`config.mk`:
```
export PLATFORM = sky130hd
export DESIGN_NAME = ea_offset_unit
export DESIGN_NICKNAME = d
export VERILOG_FILES = /design/src/rtl/ea_offset_pkg.sv /design/src/rtl/ea_form_decode.sv /design/src/rtl/ea_offset_adder.sv /design/src/rtl/ea_offset_unit.sv
export SDC_FILE = /design/constraint.sdc
export NUM_CORES = 1
export LEC_CHECK = 0
export CAP_MARGIN = 5
export CELL_PAD_IN_SITES_DETAIL_PLACEMENT = 0
export CELL_PAD_IN_SITES_GLOBAL_PLACEMENT = 1
export CORE_MARGIN = 10
export CORE_UTILIZATION = 24
export CTS_BUF_LIST = sky130_fd_sc_hd__clkbuf_16
export DETAILED_ROUTE_END_ITERATION = 10
export DONT_BUFFER_PORTS = 1
export GPL_TIMING_DRIVEN = 0
export HOLD_SLACK_MARGIN = 0.05
export PLACE_DENSITY = 0.54
export SYNTH_ARGS = -nofsm -noshare
export SYNTH_HDL_FRONTEND = slang
export SYNTH_SLANG_ARGS = --single-unit
```
`constraint.sdc`:
```
create_clock -name clk -period 4.3 [get_ports clk]
set_clock_uncertainty 0.1 [all_clocks]
set_input_delay 0.215 -clock clk [delete_from_list [all_inputs] [get_ports clk]]
set_output_delay 0.215 -clock clk [all_outputs]
set_load 0.1 [all_outputs]
```
`src/rtl/ea_offset_pkg.sv`:
```
// Package: codes shared by the offset unit and its parts.
// Assumes the field encodings listed in the brief; values outside an
// enumerated set reach the decoder through casts and are rejected there.
package ea_offset_pkg;

    typedef enum logic [2:0] {
        AM_DIRECT  = 3'd0,
        AM_REGIND  = 3'd1,
        AM_INDEXED = 3'd2,
        AM_BASED   = 3'd3,
        AM_BASEIDX = 3'd4
    } am_e;

    typedef enum logic [1:0] {
        BS_NONE = 2'd0,
        BS_BX   = 2'd1,
        BS_BP   = 2'd2,
        BS_RSV  = 2'd3
    } base_e;

    typedef enum logic [1:0] {
        IX_NONE = 2'd0,
        IX_SI   = 2'd1,
        IX_DI   = 2'd2,
        IX_RSV  = 2'd3
    } idx_e;

    typedef enum logic [1:0] {
        DK_NONE  = 2'd0,
        DK_SHORT = 2'd1,
        DK_WIDE  = 2'd2,
        DK_RSV   = 2'd3
    } dk_e;

    // Operand selection handed from the decoder to the adder.
    typedef struct packed {
        logic ok;
        logic use_base;
        logic base_bp;
        logic use_idx;
        logic idx_di;
        dk_e  dk;
    } sel_t;

endpackage

```
`src/rtl/ea_form_decode.sv`:
```
// Form decoder: checks that the register and displacement fields fit the
// requested addressing form, and turns them into operand selects.
// Assumes nothing about the operand values; purely combinational.
module ea_form_decode
    import ea_offset_pkg::*;
(
    input  logic [2:0] mode,
    input  logic [1:0] base_code,
    input  logic [1:0] idx_code,
    input  logic [1:0] disp_kind,
    output sel_t       sel
);

    am_e   am;
    base_e bs;
    idx_e  ix;
    dk_e   dk;
    logic  has_base, has_idx, has_disp;

    // Interpret the raw fields as typed codes.
    always_comb begin
        am = am_e'(mode);
        bs = base_e'(base_code);
        ix = idx_e'(idx_code);
        dk = dk_e'(disp_kind);
        has_base = (bs == BS_BX) || (bs == BS_BP);
        has_idx  = (ix == IX_SI) || (ix == IX_DI);
        has_disp = (dk == DK_SHORT) || (dk == DK_WIDE);
    end

    // Decide whether the field combination is an allowed pairing for the form.
    always_comb begin
        sel.ok = 1'b0;
        case (am)
            AM_DIRECT:  sel.ok = (bs == BS_NONE) && (ix == IX_NONE) && (dk == DK_WIDE);
            AM_REGIND:  sel.ok = (dk == DK_NONE) &&
                                 (((bs == BS_BX) && (ix == IX_NONE)) ||
                                  ((bs == BS_NONE) && has_idx));
            AM_INDEXED: sel.ok = (bs == BS_NONE) && has_idx && has_disp;
            AM_BASED:   sel.ok = has_base && (ix == IX_NONE) && has_disp;
            AM_BASEIDX: sel.ok = has_base && has_idx && (dk == DK_NONE);
            default:    sel.ok = 1'b0;
        endcase
        sel.use_base = has_base;
        sel.base_bp  = (bs == BS_BP);
        sel.use_idx  = has_idx;
        sel.idx_di   = (ix == IX_DI);
        sel.dk       = dk;
    end

endmodule

```
`src/rtl/ea_offset_adder.sv`:
```
// Offset adder: forms base + index + displacement from the selects, each
// term zero when unused; the short displacement is sign-extended.
// Assumes SHORT_W does not exceed WORD_W; the sum wraps at WORD_W bits.
module ea_offset_adder
    import ea_offset_pkg::*;
#(
    parameter int WORD_W  = 16,
    parameter int SHORT_W = 8
) (
    input  sel_t              sel,
    input  logic [WORD_W-1:0] reg_bx,
    input  logic [WORD_W-1:0] reg_bp,
    input  logic [WORD_W-1:0] reg_si,
    input  logic [WORD_W-1:0] reg_di,
    input  logic [WORD_W-1:0] disp,
    output logic [WORD_W-1:0] sum
);

    localparam int EXT_W = WORD_W - SHORT_W;

    logic [WORD_W-1:0] short_ext;
    logic [WORD_W-1:0] base_term, idx_term, disp_term;

    // Widen the short displacement by copying its sign bit.
    generate
        if (EXT_W > 0) begin : g_ext
            assign short_ext = {{EXT_W{disp[SHORT_W-1]}}, disp[SHORT_W-1:0]};
        end else begin : g_noext
            assign short_ext = disp;
        end
    endgenerate

    // Pick each term of the sum from the operand selects.
    always_comb begin
        base_term = '0;
        if (sel.use_base) base_term = sel.base_bp ? reg_bp : reg_bx;
        idx_term = '0;
        if (sel.use_idx) idx_term = sel.idx_di ? reg_di : reg_si;
        case (sel.dk)
            DK_SHORT: disp_term = short_ext;
            DK_WIDE:  disp_term = disp;
            default:  disp_term = '0;
        endcase
        sum = base_term + idx_term + disp_term;
    end

endmodule

```
`src/rtl/ea_offset_unit.sv`:
```
// Top: decodes the addressing form, sums the chosen operands, and registers
// offset, segment choice and invalid flag one cycle after each request.
// Assumes operand registers are stable in the request cycle; holds results
// while idle.
module ea_offset_unit
    import ea_offset_pkg::*;
#(
    parameter int WORD_W  = 16,
    parameter int SHORT_W = 8
) (
    input  logic              clk,
    input  logic              rst_n,
    input  logic              in_valid,
    input  logic [2:0]        mode,
    input  logic [1:0]        base_code,
    input  logic [1:0]        idx_code,
    input  logic [1:0]        disp_kind,
    input  logic [WORD_W-1:0] reg_bx,
    input  logic [WORD_W-1:0] reg_bp,
    input  logic [WORD_W-1:0] reg_si,
    input  logic [WORD_W-1:0] reg_di,
    input  logic [WORD_W-1:0] disp,
    output logic              out_valid,
    output logic [WORD_W-1:0] offset,
    output logic              seg_ss,
    output logic              invalid
);

    sel_t              sel;
    logic [WORD_W-1:0] sum;

    ea_form_decode u_decode (
        .mode      (mode),
        .base_code (base_code),
        .idx_code  (idx_code),
        .disp_kind (disp_kind),
        .sel       (sel)
    );

    ea_offset_adder #(.WORD_W(WORD_W), .SHORT_W(SHORT_W)) u_adder (
        .sel    (sel),
        .reg_bx (reg_bx),
        .reg_bp (reg_bp),
        .reg_si (reg_si),
        .reg_di (reg_di),
        .disp   (disp),
        .sum    (sum)
    );

    // Track whether a result is being presented this cycle.
    always_ff @(posedge clk) begin
        if (!rst_n) out_valid <= 1'b0;
        else        out_valid <= in_valid;
    end

    // Capture the result of an accepted request; squash disallowed ones.
    always_ff @(posedge clk) begin
        if (!rst_n) begin
            offset  <= '0;
            seg_ss  <= 1'b0;
            invalid <= 1'b0;
        end else if (in_valid) begin
            offset  <= sel.ok ? sum : '0;
            seg_ss  <= sel.ok && sel.base_bp;
            invalid <= !sel.ok;
        end
    end

    a_r2_valid_follows: assert property (@(posedge clk) disable iff (!rst_n)
        in_valid |=> out_valid);
    a_r2_idle_no_valid: assert property (@(posedge clk) disable iff (!rst_n)
        !in_valid |=> !out_valid);
    a_r2_idle_hold: assert property (@(posedge clk) disable iff (!rst_n)
        !in_valid |=> ($stable(offset) && $stable(seg_ss) && $stable(invalid)));
    a_r10_invalid_zero: assert property (@(posedge clk) disable iff (!rst_n)
        (out_valid && invalid) |-> (offset == '0 && !seg_ss));
    a_r3_direct_passes: assert property (@(posedge clk) disable iff (!rst_n)
        (in_valid && mode == 3'd0 && base_code == 2'd0 && idx_code == 2'd0 &&
         disp_kind == 2'd2) |=> (offset == $past(disp) && !seg_ss && !invalid));
    a_r7_bp_pair_stack: assert property (@(posedge clk) disable iff (!rst_n)
        (in_valid && mode == 3'd4 && base_code == 2'd2 &&
         (idx_code == 2'd1 || idx_code == 2'd2) && disp_kind == 2'd0)
        |=> (seg_ss && !invalid));

endmodule

```
# [Word level (Yosys, flattened, before mapping)]
# Index checks and enable logic that the tools add are counted.
# Widths: inputs -> output; s select.
[word_totals] regBits=19 inputBits=92 out_inout_bits=19 word_cells=43
[op_classes] addsub=2 eq_ne=10 muxes=7 n_reduce_logical=20
[ops] cell="$mux 16" n=5
[ops] cell="$add 16x16->16" n=2
[ops] cell="$pmux 16 s2" n=1
[ops] cell="$logic_and 1x1->1" n=11
[ops] cell="$eq 2x1->1 const B" n=3
[ops] cell="$eq 2x2->1 const B" n=3
[ops] cell="$eq 3x2->1 const B" n=2
[ops] cell="$logic_not 2->1" n=3
[ops] cell="$pmux 1 s5" n=1
[ops] cell="$logic_or 1x1->1" n=4
[ops] cell="$eq 3x1->1 const B" n=1
[ops] cell="$eq 3x3->1 const B" n=1
[ops] cell="$logic_not 3->1" n=1
[ops] cell="$logic_not 1->1" n=1

# [Logic depth before layout (Yosys ltp)]
# Gate-level depths: netlist of run 1.
[depth] ltp_word=7 depth_mapped=16 depth_no_buf=14

# [Cells and area by module]
# Synthesis of run 1 repeated with hierarchy kept, for this count alone.
[hier_totals] cells_unflattened=337 area_unflattened_um2=2728.9
[by_module_without_submodules] mod="ea_offset_adder" instances=1 cells_each=226 area_each_um2=1746.7 seq_area_each_um2=0.0
[by_module_without_submodules] mod="ea_offset_unit" instances=1 cells_each=80 area_each_um2=754.5 seq_area_each_um2=380.4
[by_module_without_submodules] mod="ea_form_decode" instances=1 cells_each=31 area_each_um2=227.7 seq_area_each_um2=0.0

# [Worst setup path after synthesis of run 1]
# Ideal clock, no wire load.
[synth_path] path_type="input port to flip-flop" from="input disp_kind[0]" to="register offset[9]" setup_ns=0.121 arrival_time_ns=3.259 required_ns=4.079 path_slack_ns=0.820 path_stages=15 path_buffers=1 path_cell_list="inv_1 ha_1 buf_2 o21a_1 nand2_1 fa_1 inv_1 ha_1 fa_1 a211oi_2 o21bai_1 a2111oi_0 nor3_1 xnor2_1 o21ai_1"
[synth_between] elab_chain_len=5 word_cells_on_any_way=13 cone_classes="add/sub (1); eq/ne (2); mux (3); reduce/logical (7)"
[synth_rtl] element="from (decl)" line="ea_offset_unit.sv:17" text="input logic [1:0] disp_kind,"
[synth_rtl] element="parallel branches: the longest is 4 deep, another holds $add 16x16->16"
[synth_rtl] element="$mux 16 *" line="ea_offset_unit.sv:63" text="offset <= sel.ok ? sum : '0;"
[synth_rtl] element="to (signal assigned)" line="ea_offset_unit.sv:63"
[synth_rtl] element="to (decl)" line="ea_offset_unit.sv:24" text="output logic [WORD_W-1:0] offset,"
# Every way passes the cells marked *.
# A chain may end at the register's enable or synchronous reset.

# [Worst setup path in the final report of run 1]
[layout_path] from="input base_code[0]" to="register offset[12]"
[layout_between] elab_chain_len=6 word_cells_on_any_way=21 cone_classes="add/sub (2); eq/ne (2); mux (4); reduce/logical (13)"
[layout_rtl] element="from (decl)" line="ea_offset_unit.sv:15" text="input logic [1:0] base_code,"
[layout_rtl] element="$eq 2x2->1 (tied with other cells)" line="ea_form_decode.sv:26, ea_form_decode.sv:45"
[layout_rtl] element="$mux 16 (tied with other cells) (2 in a row)" line="ea_offset_adder.sv:36" text="if (sel.use_base) base_term = sel.base_bp ? reg_bp : reg_bx;"
[layout_rtl] element="$add 16x16->16 (tied with other cells)" line="ea_offset_adder.sv:44" text="sum = base_term + idx_term + disp_term;"
[layout_rtl] element="$add 16x16->16 / $pmux 1 s5 (equally long branches)" line="ea_offset_adder.sv:44, ea_form_decode.sv:34"
[layout_rtl] element="$mux 16 *" line="ea_offset_unit.sv:63"
# Every way passes the cells marked *; elsewhere a longest branch is shown, timed or not.

==> flow_summary.toml, run 1 <==
[status]
status = "finished clean"

[final_layout]
post-route-util_pct = 27.2
multi_input_area_mm2 = 0.00209
syn_to_final_growth_pct = 10.3
n_fill_cell = 1192
nets = 467
fin_area_mm2 = 0.00296
final_cells = 476
antenna_cells = 0
regArea_um2 = 380
drive_above_1_share_pct = 17.0

[synthesis]
yosys.area.top_type = "dfxtp_1"
yosys.area_share.simple_pct = 20.3
synth_cells = 330
ys_seq_area_share_pct = 14.2
syn_avg_cell_area_um2 = 8.14
muxShareOfSynthArea_pct = 13.3
yosysUniqueCellTypes = 56
synth_edf_count = 0
synth_compound_area_share_pct = 18.1
synth_ff_type = "dfxtp_1"
ys_ff_latch = 19
synth-adder-area-share_pct = 22.2
yosys.area_share.xor_xnor_pct = 3.91
yosysTopAreaCellShare_pct = 14.2
ys_warn_count = 0
synth_nets = 460
ys_top_cells_by_area = "dfxtp_1, mux2_2, fa_1"
synth_top_family_by_area = "adder cells"
synth_area_mm2 = 0.00269
async_reset_ff_share_pct = 0

[place]
port_buffers = 0
placedCellCount = 470
hpwl_mm = 7.34
routabilityCongestion = 0.767
dp_worst_setup_slack_ns = 0.0688
dpl_cell_area_mm2 = 0.00286

[global_routing]
grt_use_total_pct = 10.3
grt_max_degree = 12
grt_pass1_vias = 2499
antenna_found_initial = 0
grt_first_pass_wirelength_mm = 13.6
grt_overflow_total = 0

[cts]
cts.clk_slew.worst_paths_ns = 0.05
clock_latency_ns = 0.25
cts_sinks = 19
cts_tree = "done"
numCtsBuffers = 3
root_buffer = "clkbuf_16"
postCtsSetupBuffers = 0
cts_buffer_depth = 2
htreeDepth = 1

[sta]
worst_pin_slew_ns = 1.02
setup_viol = 0
fin_crit_sh_pct = 90.8
grt_setup_unrepaired = "false"
hold_viol_final = 0
layout_setup_ws_ns = 0.395
finalSetupTns_ns = 0
fin_crit_ns = 3.90
fmax_mhz = 256
slew_headroom_pct = 31.8
maxSlewViolCount = 0

[floorplan]
die_area_mm2 = 0.0158
row_count = 38
initial_core_util_pct = 24.7
die_h_um = 126
chipWidth_um = 126
core-area_mm2 = 0.0109
ios = 111

[route]
dr.pass1.iters = 4
num_vias = 2267
viasPerCell = 4.76
drc_errors = 0
dr.first_iter.drc_count = 76
drtAntennaViolNets = 0
wire_per_inst_um = 17.7
drt_wl_total_mm = 8.44

[worst_setup_path]
crit_buf_inv = 5
max_stage_delay_ns = 0.67
crit_arrival_ns = 3.94
crit_required_ns = 4.34
path_cells = "inv_1 > ha_1 > buf_2 > buf_1 > mux2_2 > nand2_1 > fa_1 > inv_1 > ha_1 > buf_2 > a21oi_1 > nand2_1 > a21o_1 > a311oi_2 > nor4b_1 > a311o_1"
cp_max_fo = 10
critPathKind = "in -> reg"
cp_slowest_cell = "buf_1"
critPathTopFamily = "buffers and inverters"
cp-end-kind = "register"
worstSetupStartpointType = "input port"

[flow_run]
maxCapViolCount = 0

[power]
ir_drop_mv = 0.182
power_density_mw_per_mm2 = 290
power_leakage_uw = 0.00135

[worst_hold_path]
hp-class = "in -> reg"
[path summary, 6_finish.rpt]
path	from	to	slack, ns	cells after the start
max	base_code[0]	offset[12]$_SDFFE_PN0P_	0.40	16
max reg2reg	offset[6]$_SDFFE_PN0P_	offset[6]$_SDFFE_PN0P_	2.79	2
min	rst_n	offset[10]$_SDFFE_PN0P_	0.16	2
min reg2reg	offset[15]$_SDFFE_PN0P_	offset[15]$_SDFFE_PN0P_	0.88	2
[synth_stat cells (3+ instances only)]
master and count:
a211oi_2 4, mux2_2 30, dfxtp_1 19, a21oi_1 8, o21bai_1 3, nor3_1 3
and3_1 3, nand3_1 11, inv_1 34, nor2b_1 5, ha_1 22, o21ai_1 5
a21o_1 5, o21ai_0 4, nand2_1 68, buf_2 9, fa_1 16, xor2_1 5
a22o_1 8, and2_1 11, nor2_1 5, xnor2_1 7, clkbuf_1 5
[layer usage]
| layer | wire (µm) | GRT usage [%] | share of wire, % |
|---|---|---|---|
| met3 | 744 | 3.78 | 8.8 |
| met5 | 0 | 0 | 0 |
| met2 | 3900 | 16.7 | 46 |
| met4 | 29 | 1.47 | 0.34 |
| met1 | 3760 | 13.0 | 45 |
[cell families after synthesis]
group,count (synthesis)
adders and majority gates,38
and+or+nand+nor,116
muxes,32
AOI/OAI and AO/OA,61
buffers and inverters,52
DFF,19
xor gates and xnor gates,12
[repair_timing]
item,in CTS,in global routing
hold endpoints to repair,4,0
hold buffers,2,0
gates resized for setup,0,0
[where the power goes]
part | switching (µW) | internal, µW | leakage (µW)
sequential | 77.5 | 186 | 0.000154
combinational | 233 | 170 | 0.00115
clock | 66.6 | 125 | 0.0000409
total | 377 | 480 | 0.00135
[registers in the layout (all words and copies together), names as in the netlist]
signal and cells:
invalid 1, seg_ss 1, offset 16, out_valid 1
[metrics by stage]
stage | total power (µW) | hold WS [ns]
2_1_floorplan | 575 | 0.237
3_3_place_gp | 668 | 0.245
3_5_place_dp | 671 | 0.247
4_1_cts | 865 | 0.157
5_1_grt | 928 | 0.191
6_report | 857 | 0.160
[area by class of cell]
cell class | count | share of cell area [%]
multi-input combinational | 259 | 70.6
sequential | 19 | 12.8
tap | 140 | 5.92
clock buffer | 3 | 2.54
buffer | 17 | 2.79
inverter | 35 | 4.44
clock inverter | 1 | 0.169
timing repair buffer | 2 | 0.676
[cell usage in the layout, fill, tap and decap left out, drive strengths merged, types with 5 or more instances in the layout]
cell and instances:
inv 34, a21o 6, mux2 30, a22o 8, xnor2 7, nand3 11
nor2 6, xor2 5, o21ai 9, ha 22, nor2b 5, a21oi 9
and2 11, clkbuf 8, fa 16, buf 12, nand2 68, dfxtp 19
Note: power is estimated with default switching activity, not from simulation.
==> run 2: changes to the inputs <==
--- a/config.mk
+++ b/config.mk
@@ -16,6 +16,7 @@
 export GPL_TIMING_DRIVEN = 0
 export HOLD_SLACK_MARGIN = 0.05
 export PLACE_DENSITY = 0.54
+export RECOVER_POWER = 100
 export SYNTH_ARGS = -nofsm -noshare
 export SYNTH_HDL_FRONTEND = slang
 export SYNTH_SLANG_ARGS = --single-unit
==> flow_summary.toml, run 2 (synthesized netlist as in run 1, its figures left out) <==
[final_layout]
syn_to_final_growth_pct = 9.74
nets = 467
regArea_um2 = 380
layout_commonest_cell = "nand2_1"
multi_input_area_mm2 = 0.00208
antenna_cells = 0
drive_above_1_share_pct = 15.8
largest_reg_flops = 16
final_cell_mix = "nand2_1, inv_1, mux2_2, ha_1, dfxtp_1"
top_register = "offset"
final_cells = 476
n_fill_cell = 1196

[worst_setup_path]
r2r_setup_slack_ns = 2.79
r2r_start = "offset[2]$_SDFFE_PN0P_"
crit_required_ns = 4.34
r2r_end = "offset[2]$_SDFFE_PN0P_"
max_stage_delay_ns = 0.67
reg2reg_depth = 2
path_cells = "inv_1 > ha_1 > buf_2 > clkbuf_1 > mux2_2 > nand2_1 > fa_1 > inv_1 > ha_1 > buf_2 > a21oi_1 > nand2_1 > a21o_1 > a311oi_2 > nor4b_1 > a311o_1"
cp_max_fo = 10
cp_slowest_cell = "clkbuf_1"
worstSetupStartpointType = "input port"
crit_arrival_ns = 3.94
critPathKind = "in -> reg"
crit_path_end = "offset[12]$_SDFFE_PN0P_"
cp-end-kind = "register"
crit_path_start = "base_code[0]"

[cts]
postCtsSetupBuffers = 0
cts.clk_slew.worst_paths_ns = 0.05
root_buffer = "clkbuf_16"
clock_latency_ns = 0.25
cts_sinks = 19
cts_resized = 0
htreeDepth = 1
cts_tree = "done"
numCtsBuffers = 3
cts_buffer_depth = 2

[sta]
slew_headroom_pct = 31.7
finalSetupTns_ns = 0
maxSlewViolCount = 0
setup_viol = 0
fin_crit_ns = 3.90
worst_pin_slew_ns = 1.02
hold_viol_final = 0
fin_crit_sh_pct = 90.7
layout_setup_ws_ns = 0.400
grt_setup_unrepaired = "false"
fmax_mhz = 256

[worst_hold_path]
hp-start = "rst_n"
holdPathStages = 2
hp-class = "in -> reg"

[route]
num_vias = 2272
wire_per_inst_um = 17.7
drc_errors = 0
dr.first_iter.drc_count = 72
drt_wl_total_mm = 8.43
viasPerCell = 4.77
dr.pass1.iters = 4
drtAntennaViolNets = 0

[power]
power_density_mw_per_mm2 = 289
power_leakage_uw = 0.00134
ir_drop_mv = 0.182

[status]
status = "finished clean"

[floorplan]
initial_core_util_pct = 24.7
ios = 111
chipWidth_um = 126
die_area_mm2 = 0.0158
core-area_mm2 = 0.0109
die_h_um = 126
row_count = 38

[place]
routabilityCongestion = 0.767
placedCellCount = 470
dp_worst_setup_slack_ns = 0.0688
port_buffers = 0
hpwl_mm = 7.34

[global_routing]
grt_pass1_vias = 2499
grt_use_total_pct = 10.3
antenna_found_initial = 0
grt_max_degree = 12
grt_overflow_total = 0
grt_first_pass_wirelength_mm = 13.6

[flow_run]
maxCapViolCount = 0
## run 2: cell count changes in the layout (fill, tap and decap cells not counted), moves of 2 or more
cell | previous run | this run
o21ai_1 | 5 | 3
and2_1 | 11 | 8
clkbuf_1 | 5 | 8
buf_1 | 2 | 0
o21ai_0 | 4 | 6
and2_0 | 0 | 3
## run 2: area by class of cell
type | instances | area share (%)
repair buffers | 2 | 0.679
multi-input cells | 259 | 70.5
plain buffers | 17 | 2.76
flip-flops and latches | 19 | 12.9
clock buffers | 3 | 2.55
well taps | 140 | 5.94
inverters | 35 | 4.46
clock inverters | 1 | 0.170
## run 2: timing repair
item | 4_1_cts | 5_1_grt
endpoints found under the setup margin | 0 | 0
hold buffers | 2 | 0
hold endpoints to repair | 4 | 0
## run 2: report_power, final
part | switching, µW | internal, µW
registers | 77.6 | 186
logic | 229 | 168
clock network | 66.0 | 125
total | 373 | 478
## run 2: worst min-delay path by stage
stage,end,slack (ns)
final,offset[10]$_SDFFE_PN0P_,0.16
after global routing,offset[12]$_SDFFE_PN0P_,0.19
after CTS,offset[10]$_SDFFE_PN0P_,0.16
after detailed placement,out_valid$_SDFF_PN0_,0.25
after global placement,out_valid$_SDFF_PN0_,0.25
after floorplan,out_valid$_SDFF_PN0_,0.24
## run 2: critical path: cells and delay by family
kind                       cells  cell delay [ns]
muxes                          1             0.42
adders and majority gates      3             0.76
AOI/OAI and AO/OA              4             1.08
buffers and inverters          5             1.20
and+or+nand+nor                3             0.26
## run 2: per-stage QoR
step | utilization [%] | instance area, µm² | hold slack (ns) | total power [µW]
global placement | 26.3 | 2860 | 0.245 | 668
finish | 27.1 | 2950 | 0.161 | 851
global route | 27.1 | 2950 | 0.191 | 924
floorplan | - | 2690 | 0.237 | 575
detailed placement | 26.3 | 2860 | 0.247 | 671
CTS | 27.2 | 2960 | 0.157 | 865
## run 2: per-layer routing
metal | vias up | global-route usage [%] | routed length, µm
met5 | - | 0 | 0
met4 | 0 | 1.47 | 27
met3 | 2 | 3.78 | 799
met2 | 71 | 16.7 | 3910
met1 | 1061 | 13.0 | 3690
li1 | 1138 | - | -
